$ cat config.mk
export PLATFORM = sky130hd
export DESIGN_NAME = cfg_guard_bank
export DESIGN_NICKNAME = d
export VERILOG_FILES = /design/src/rtl/cfg_guard_pkg.sv /design/src/rtl/cfg_reg_slot.sv /design/src/rtl/cfg_fault_ctrl.sv /design/src/rtl/cfg_guard_bank.sv
export SDC_FILE = /design/constraint.sdc
export NUM_CORES = 1
export LEC_CHECK = 0
export BUFFER_PORTS_ARGS = -buffer_cell sky130_fd_sc_hd__buf_2
export CAP_MARGIN = 10
export CORE_ASPECT_RATIO = 1.5
export CORE_UTILIZATION = 45
export DETAILED_ROUTE_END_ITERATION = 10
export PLACE_DENSITY = 0.73
export SLEW_MARGIN = 30
export SYNTH_ARGS = -nofsm -noshare
export SYNTH_HDL_FRONTEND = slang
export SYNTH_SLANG_ARGS = --single-unit
$ cat constraint.sdc
create_clock -name clk -period 2.4 [get_ports clk]
set_input_delay 0.48 -clock clk [delete_from_list [all_inputs] [get_ports clk]]
set_output_delay 0.48 -clock clk [all_outputs]
set_load 0.05 [all_outputs]
$ cat src/rtl/cfg_guard_pkg.sv
// Package cfg_guard_pkg
// Shared definitions for the self-checking configuration bank:
// positions of the fault-cause bits and the per-cycle error summary.
// Assumes nothing beyond IEEE 1800-2017.
package cfg_guard_pkg;

    localparam int CAUSE_W      = 2;
    localparam int CAUSE_SHADOW = 0;
    localparam int CAUSE_PARITY = 1;

    typedef struct packed {
        logic parity_bad;
        logic shadow_bad;
    } chk_err_t;

endpackage

$ cat src/rtl/cfg_reg_slot.sv
// Module cfg_reg_slot
// One protected configuration register: live value, complement copy and
// stored parity bit, all written together from the load port while the
// bank is not armed. It reports, every cycle, whether the value disagrees
// with its complement copy and whether its parity disagrees with the
// stored bit.
// Assumes: SLOT_ID < 2**IDXW; synchronous active-low reset.
module cfg_reg_slot #(
    parameter int WIDTH   = 16,
    parameter int IDXW    = 2,
    parameter int SLOT_ID = 0
) (
    input  logic             clk,
    input  logic             rst_n,
    input  logic             ld_valid,
    input  logic [IDXW-1:0]  ld_index,
    input  logic [WIDTH-1:0] ld_value,
    input  logic [WIDTH-1:0] ld_shadow,
    input  logic             ld_parity,
    input  logic             armed,
    output logic [WIDTH-1:0] value,
    output logic             shadow_err,
    output logic             parity_err
);

    localparam logic [IDXW-1:0] MY_IDX = IDXW'(SLOT_ID);

    logic [WIDTH-1:0] value_q;
    logic [WIDTH-1:0] shadow_q;
    logic             parity_q;
    logic             wr_en;

    // Accept a load beat only for this slot and only before arming.
    assign wr_en = ld_valid && !armed && (ld_index == MY_IDX);

    // Capture value, complement and parity in one cycle; reset is consistent.
    always_ff @(posedge clk) begin
        if (!rst_n) begin
            value_q  <= '0;
            shadow_q <= '1;
            parity_q <= 1'b0;
        end else if (wr_en) begin
            value_q  <= ld_value;
            shadow_q <= ld_shadow;
            parity_q <= ld_parity;
        end
    end

    // Continuous integrity comparison of the stored triple.
    always_comb begin
        shadow_err = (value_q != ~shadow_q);
        parity_err = ((^value_q) != parity_q);
    end

    assign value = value_q;

endmodule

$ cat src/rtl/cfg_fault_ctrl.sv
// Module cfg_fault_ctrl
// Arms integrity checking on load-done and latches per-cause fault bits
// from the slot error vectors. It raises a one-cycle reset request on the
// first detection. Fault and cause bits are sticky until reset.
// Assumes: error inputs are combinational from registered state.
module cfg_fault_ctrl
    import cfg_guard_pkg::*;
#(
    parameter int NREG = 4
) (
    input  logic               clk,
    input  logic               rst_n,
    input  logic               ld_done,
    input  logic [NREG-1:0]    shadow_err_v,
    input  logic [NREG-1:0]    parity_err_v,
    output logic               armed,
    output logic               fault,
    output logic [CAUSE_W-1:0] fault_cause,
    output logic               reset_req
);

    chk_err_t           err_now;
    logic               any_err;
    logic               armed_q;
    logic               fault_q;
    logic               req_q;
    logic [CAUSE_W-1:0] cause_q;

    // Reduce the per-slot errors to one summary for this cycle.
    always_comb begin
        err_now.shadow_bad = |shadow_err_v;
        err_now.parity_bad = |parity_err_v;
        any_err            = err_now.shadow_bad | err_now.parity_bad;
    end

    // Arming flag: set by load-done, held until reset.
    always_ff @(posedge clk) begin
        if (!rst_n)       armed_q <= 1'b0;
        else if (ld_done) armed_q <= 1'b1;
    end

    // Sticky cause bits and fault flag, updated only once armed.
    always_ff @(posedge clk) begin
        if (!rst_n) begin
            cause_q <= '0;
            fault_q <= 1'b0;
        end else if (armed_q) begin
            cause_q[CAUSE_SHADOW] <= cause_q[CAUSE_SHADOW] | err_now.shadow_bad;
            cause_q[CAUSE_PARITY] <= cause_q[CAUSE_PARITY] | err_now.parity_bad;
            fault_q               <= fault_q | any_err;
        end
    end

    // One-shot reset request on the first detected failure.
    always_ff @(posedge clk) begin
        if (!rst_n) req_q <= 1'b0;
        else        req_q <= armed_q && any_err && !fault_q;
    end

    assign armed       = armed_q;
    assign fault       = fault_q;
    assign fault_cause = cause_q;
    assign reset_req   = req_q;

endmodule

$ cat src/rtl/cfg_guard_bank.sv
// Module cfg_guard_bank
// Top of the self-checking configuration register bank. NREG slots, each
// WIDTH bits, are loaded from the startup sequencer and then locked. Each
// slot is guarded by a complement copy and a parity bit, and a shared
// controller latches faults and requests a device reset.
// Assumes: NREG >= 2; ld_index values >= NREG select no slot.
module cfg_guard_bank
    import cfg_guard_pkg::*;
#(
    parameter int NREG  = 4,
    parameter int WIDTH = 16,
    parameter int IDXW  = $clog2(NREG)
) (
    input  logic                  clk,
    input  logic                  rst_n,
    input  logic                  ld_valid,
    input  logic [IDXW-1:0]       ld_index,
    input  logic [WIDTH-1:0]      ld_value,
    input  logic [WIDTH-1:0]      ld_shadow,
    input  logic                  ld_parity,
    input  logic                  ld_done,
    output logic [NREG*WIDTH-1:0] cfg_out,
    output logic                  fault,
    output logic [CAUSE_W-1:0]    fault_cause,
    output logic                  reset_req
);

    logic [NREG-1:0] shadow_err_v;
    logic [NREG-1:0] parity_err_v;
    logic            armed;

    // One protected slot per configuration register.
    for (genvar g = 0; g < NREG; g++) begin : g_slot
        cfg_reg_slot #(
            .WIDTH   (WIDTH),
            .IDXW    (IDXW),
            .SLOT_ID (g)
        ) u_slot (
            .clk        (clk),
            .rst_n      (rst_n),
            .ld_valid   (ld_valid),
            .ld_index   (ld_index),
            .ld_value   (ld_value),
            .ld_shadow  (ld_shadow),
            .ld_parity  (ld_parity),
            .armed      (armed),
            .value      (cfg_out[g*WIDTH +: WIDTH]),
            .shadow_err (shadow_err_v[g]),
            .parity_err (parity_err_v[g])
        );
    end

    cfg_fault_ctrl #(
        .NREG (NREG)
    ) u_ctrl (
        .clk          (clk),
        .rst_n        (rst_n),
        .ld_done      (ld_done),
        .shadow_err_v (shadow_err_v),
        .parity_err_v (parity_err_v),
        .armed        (armed),
        .fault        (fault),
        .fault_cause  (fault_cause),
        .reset_req    (reset_req)
    );

endmodule

==> run metrics, run 1 <==
status complete, no violations; slowest CP cell xnor3_1; Worst setup SP type register; Mapped Area a little over 6000 um^2; Fillers roughly 1300; worst reg2reg path endpoint u_ctrl.reset_req; RSZ-0062 raised after global routing no; final hold violations 0; Crit path required time 2.69 ns; skew final between 0.008 and 0.009 ns; fraction of power consumed by sequential logic between 40% and 50%; register area share after synthesis approximately 45%; hold_buf cts 0; Ports around 110; Starting Density between 40% and 50%; power per cell area between 700 and 800 nW/um^2; Post-route DRC 0; Root Driver clkbuf_16; Rows 52; initial antenna violation count 0; GPL Wtd Cong 0.843; compound-cell area share of the yosys netlist approximately 8.8%; share of cells above drive strength 1 17.7%; HP Class in -> reg; GRT overflow 0; Psw approximately 1.5 mW; Area Growth Syn to Fin 20.5%; post-synthesis mux area share 0%; Post-Synthesis Cells around 750; Hold Crit Depth 2; largest family of logic cells by synthesized area simple AND/OR/NAND/NOR gates; hold_sp ld_done; Clock Path Buffers 2; CTS clk-pin slew, worst paths about 0.050 ns; Post-DP HPWL between 10 and 15 mm; Final nets 877; Max Slew Vio Count 0; fmax a little over 500 MHz; P_leak between 3 and 4 nW; post-synth cell types 27; Overall Power between 5 and 6 mW; drt total wl between 15 and 20 mm; CTS tree done; global-route wire length before repair about 28 mm; clock sink count ~140; router iterations before antenna repair 5; Switching Share approximately 26%; Crit. End Element register; Worst Tran Pin Value ~0.67 ns; max_slew headroom ~56%; maxcap violations 0; Avg WL per Cell approximately 17 um; Die Area 14100 um^2; Core Box Area approximately 13000 um^2; Peak VDD IR approximately 0.00043 V; flop-to-flop setup slack roughly 0.42 ns; DRT iter0 DRCs around 380; Setup TNS Final 0 ns; total clock buffers created by CTS 17; gr usage total roughly a quarter; Clk network pwr share 45.1%; post-synthesis adder-cell area fraction 0%; Comb pwr share 13.1%; worst r2r path cells 6; CP Class reg -> reg; Die W between 90 and 100 um; worst-path maximum fanout 4; die extent in y about 150 um; Worst EP arrival between 2 and 2.5 ns; post-CTS setup buffers 0; Hold Path End u_ctrl.armed; cells along the critical path xor2_1 -> xnor2_1 -> xnor3_1 -> xnor2_1 -> nor4_2 -> a21oi_1; via-per-instance ratio about 5.3; Yosys reg bits 137; Syn Nets between 700 and 800; # diodes 0; antenna viol nets, final 0; vias in the first global route roughly 5000; final cycle utilization of the critical path between 80% and 90%; port bufs ~110; CP dominant cell by count xnor2_1; largest net degree at the start of global routing slightly below 60; FF-to-FF Start g_slot[2].u_slot.value[13]; Post-CTS Resized 0; internal power 4.34 mW; Setup-failing EPs final 0; Critical Path Max Stage Delay approximately 0.44 ns; Yosys warnings 0; # H-tree levels 4; Syn Area/Cell approximately 8.2 um^2; via count about 5300; clock period minus final worst setup slack between 1.5 and 2 ns; simple-gate share of the synthesized area roughly 25%; Synth Area in XOR/XNOR around a fifth; Clock Latency Late Sink approximately 0.42 ns
## placed cells by master (no fill, tap or decap), types with 4 or more instances in the layout
master     count
clkbuf_16     17
buf_2        105
nand3_1       65
dfxtp_1      137
nor4_1         4
xor2_1        68
xnor2_1       50
nand2_1      268
a21boi_1      10
xnor3_1        4
a21boi_0      58
buf_4         10
nand4_1       17
## power by group through the flow
stage / combinational, mW / sequential, mW / clock [mW]
after floorplan: 0.401 / 2.61 / 0
after global placement: 0.757 / 2.50 / 0
after detailed placement: 0.760 / 2.50 / 0
after CTS: 0.764 / 2.45 / 2.66
after global routing: 0.822 / 2.46 / 2.77
final: 0.765 / 2.45 / 2.64
## Yosys cell counts (all sizes together)
cell    number  area share, %
xnor2       52            7.7
nand4       17            1.7
nor2         3           0.18
inv          1          0.061
or3          1           0.10
nor4         5           0.61
clkbuf      43            2.6
a21boi      68            8.3
xor2        68            9.7
xnor3        4            1.5
nand3       65            5.3
nand2      268             16
or2          1           0.10
nand3b       1           0.12
nor3         1          0.081
dfxtp      137             45
nor2b        2           0.20
and2         1           0.10
o21a         1           0.12
o21ai        2           0.16
a21oi        3           0.24
nand2b       1           0.10
and3         1           0.10
## final cells by class
type                            count  area (um^2)  area share (%)
Multi-Input combinational cell    565         3250            43.8
Timing Repair Buffer              116          621            8.37
Inverter                            1         3.75          0.0506
Sequential cell                   137         2740            37.0
Tap cell                          162          203            2.73
Clock inverter                      8          120            1.62
Clock buffer                       22          474            6.40
## metrics by stage
step / instance area, um^2 / worst slack (ns) / hold slack (ns) / std cells / utilization, %
5_1_grt: 7410 / 0.334 / 0.250 / 1011 / 55.3
2_1_floorplan: 6150 / 0.284 / 0.448 / 746 / -
3_3_place_gp: 6820 / 0.469 / 0.455 / 981 / 50.9
3_5_place_dp: 6820 / 0.419 / 0.447 / 981 / 50.9
6_report: 7410 / 0.421 / 0.261 / 1011 / 55.3
4_1_cts: 7410 / 0.411 / 0.256 / 1011 / 55.3
## worst max path at each step
stage / startpoint / endpoint / depth (start not counted)
after floorplan: g_slot[0].u_slot.value[14] / u_ctrl.fault_cause[1] / 6
after global placement: g_slot[2].u_slot.value[13] / u_ctrl.fault_cause[1] / 6
after detailed placement: g_slot[2].u_slot.value[13] / u_ctrl.reset_req / 6
after CTS: g_slot[2].u_slot.value[13] / u_ctrl.fault / 6
after global routing: g_slot[2].u_slot.value[13] / u_ctrl.reset_req / 6
final: g_slot[2].u_slot.value[13] / u_ctrl.reset_req / 6
## layer usage
layer	vias up	share of wire (%)	track usage [%]
li1	2598	-	-
met1	2522	42	31.9
met2	159	50	41.7
met3	38	4.8	5.97
met4	0	2.9	10.2
met5	-	0	0
## worst max-delay path, delay by kind of cell, from the launching register on
kind                      cells  cell delay (ns)
and+or+nand+nor               1             0.39
AOI/OAI and AO/OA             1             0.12
DFF                           1             0.40
xor gates and xnor gates      4             0.95
## flip-flops by register name, indices dropped and copies added, names as in the netlist
register                count
u_ctrl.fault_cause          2
g_slot.u_slot.parity_q      4
g_slot.u_slot.shadow_q     64
g_slot.u_slot.value        64
u_ctrl.armed                1
u_ctrl.fault                1
u_ctrl.reset_req            1
## cell families after synthesis
| logic type | after synthesis |
|---|---|
| AO/OA/AOI/OAI | 74 |
| XOR/XNOR | 124 |
| buffers and inverters | 44 |
| flip-flops | 137 |
| AND/OR/NAND/NOR | 367 |
Power figures use the tool's default switching activity.
==> run 2, diff against run 1 <==
- clock period: 2.4 -> 2 ns (I/O delays scaled with it)
==> run metrics, run 2 (same netlist as run 1, synthesis figures left out) <==
drt total wl 18.0 mm (+2.3%); GPL Wtd Cong 0.838 (-0.61%); cell family contributing the most delay on the critical path XOR/XNOR gates; share of cells above drive strength 1 23.0% (+5.3 points); status complete, no violations; DRT iter0 DRCs 296 (-22%); cells along the critical path xor2_2 -> xnor2_1 -> xnor3_1 -> xnor2_1 -> nor4_2 -> buf_4 -> a21oi_1; clock period minus final worst setup slack 1.89 ns (-0.0867 ns); CP dominant cell by count xnor2_1; Reg area 2770 um^2 (+0.82%); HP Class in -> reg; Clock Latency Late Sink 0.41 ns (about the same); Rows 52 (unchanged); P_leak 3.48 nW (+6.0%); global-route wire length before repair 28.7 mm (+3.7%); Critical Path Max Stage Delay 0.44 ns (about the same); fmax 529 MHz (+4.6%); Crit. End Element register; clock sink count 137 (unchanged); Post-route DRC 0 (unchanged); worst-path maximum fanout 4 (unchanged); Hold Slack 0.183 ns (-0.0772 ns); Area Growth Syn to Fin 26.0%; largest net degree at the start of global routing 54 (-8.5%); final cycle utilization of the critical path 94.6% (+12 points); Die W 97.5 um (unchanged); Setup-failing EPs final 0 (unchanged); Max Slew Vio Count 0 (unchanged); hold_buf cts 0 (unchanged); CTS clk-pin slew, worst paths 0.06 ns (about the same); power per cell area 922 nW/um^2 (+17%); # H-tree levels 4 (unchanged); Clock Path Buffers 2 (unchanged); maxcap violations 0 (unchanged); initial antenna violation count 0 (unchanged); RSZ-0062 raised after global routing no; Multi-input gate area 3260 um^2 (+0.23%); Worst setup SP type register; max_slew headroom 54.6% (-0.96 points); Worst EP arrival 2.20 ns (-0.07 ns); GRT overflow 0 (unchanged); Root Driver clkbuf_16; # diodes 0 (unchanged); commonest non-fill, non-tap cell in the layout nand2_1; Avg WL per Cell 17.2 um (-0.73%); port bufs 106 (unchanged); Fillers 1212 (-5.8%); die extent in y 145 um (unchanged); Die Area 14100 um^2 (unchanged); Worst Tran Pin Value 0.681 ns (+0.0144 ns); Overall Power 7.15 mW (+22%); Peak VDD IR 0.000498 V (+15%); Ports 107 (unchanged); Post-DP HPWL 12.9 mm (+4.5%); Final nets 907 (+3.4%); via count 5487 (+3.2%); slowest CP cell xnor3_1; via-per-instance ratio 5.27 (+0.13%); total clock buffers created by CTS 17 (unchanged); gr usage total 26.2% (+0.76 points); CP Class reg -> reg; Crit path required time 2.30 ns (-0.39 ns); commonest non-fill, non-tap cells in the layout nand2_1 (268), dfxtp_1 (119), buf_2 (105); final hold violations 0 (unchanged); Starting Density 45.9% (unchanged); vias in the first global route 5404 (+8.2%); CTS tree done; worst path bufs/invs 1 (+1); router iterations before antenna repair 5 (unchanged); antenna viol nets, final 0 (unchanged); skew final 0.00484 ns (-0.00383 ns); Core Box Area 13400 um^2 (unchanged)
-- run 2: cell count changes in the layout (fill, tap and decap cells not counted), moves of 2 or more --
cell      delta
buf_12       +5
buf_4       +25
clkbuf_1     -2
dfxtp_1     -18
dfxtp_2     +18
-- run 2: timing repair --
| action | in CTS | in global routing |
|---|---|---|
| setup buffers | 1 | 0 |
| pin swaps | 1 | 0 |
| resized for setup | 0 | 3 |
| endpoints found under the setup margin | 3 | 3 |
-- run 2: worst reg2reg max path, delay by kind of cell, from the launching register on --
kind,cells,cell delay (ns)
xor+xnor,4,0.94
buf+inv,1,0.17
simple gates,1,0.26
compound gates,1,0.07
flops,1,0.35
-- run 2: layout make-up --
class / count / share of cell area [%]
multi-input cells: 565 / 42.0
repair buffers: 146 / 11.7
flip-flops and latches: 137 / 35.7
well taps: 162 / 2.62
inverters: 1 / 0.0484
clock inverters: 11 / 1.87
clock buffers: 20 / 6.02
-- run 2: report_power, final --
| group | internal (mW) | switching, mW | total, mW |
|---|---|---|---|
| Clock | 2.05 | 1.18 | 3.23 |
| Sequential | 2.84 | 0.0898 | 2.93 |
| Combinational | 0.378 | 0.608 | 0.986 |
-- run 2: final timing paths --
path | startpoint | end | slack [ns] | cells past startpoint
worst max register to register | g_slot[2].u_slot.value[12] | u_ctrl.reset_req | 0.11 | 7
worst max-delay path | g_slot[2].u_slot.value[12] | u_ctrl.reset_req | 0.11 | 7
worst min register to register | u_ctrl.fault_cause[1] | u_ctrl.fault_cause[1] | 0.44 | 2
worst min-delay path | ld_done | u_ctrl.armed | 0.18 | 2
-- run 2: routing by layer --
layer / GRT usage, % / up-vias / part of all wire, %
li1: - / 2656 / -
met1: 31.4 / 2577 / 40
met2: 43.2 / 203 / 49
met3: 5.73 / 51 / 6.2
met4: 14.0 / 0 / 4.4
met5: 0 / - / 0
-- run 2: per-stage QoR --
step                cells  area (um^2)  worst slack [ns]  util [%]  setup TNS (ns)
global placement     1010         7120            0.0264      53.1               0
detailed placement   1010         7120           -0.0121      53.1         -0.0165
global route         1042         7750            0.0168      57.8               0
floorplan             746         6170           0.00519         -               0
CTS                  1042         7740             0.114      57.7               0
finish               1042         7750             0.108      57.8               0
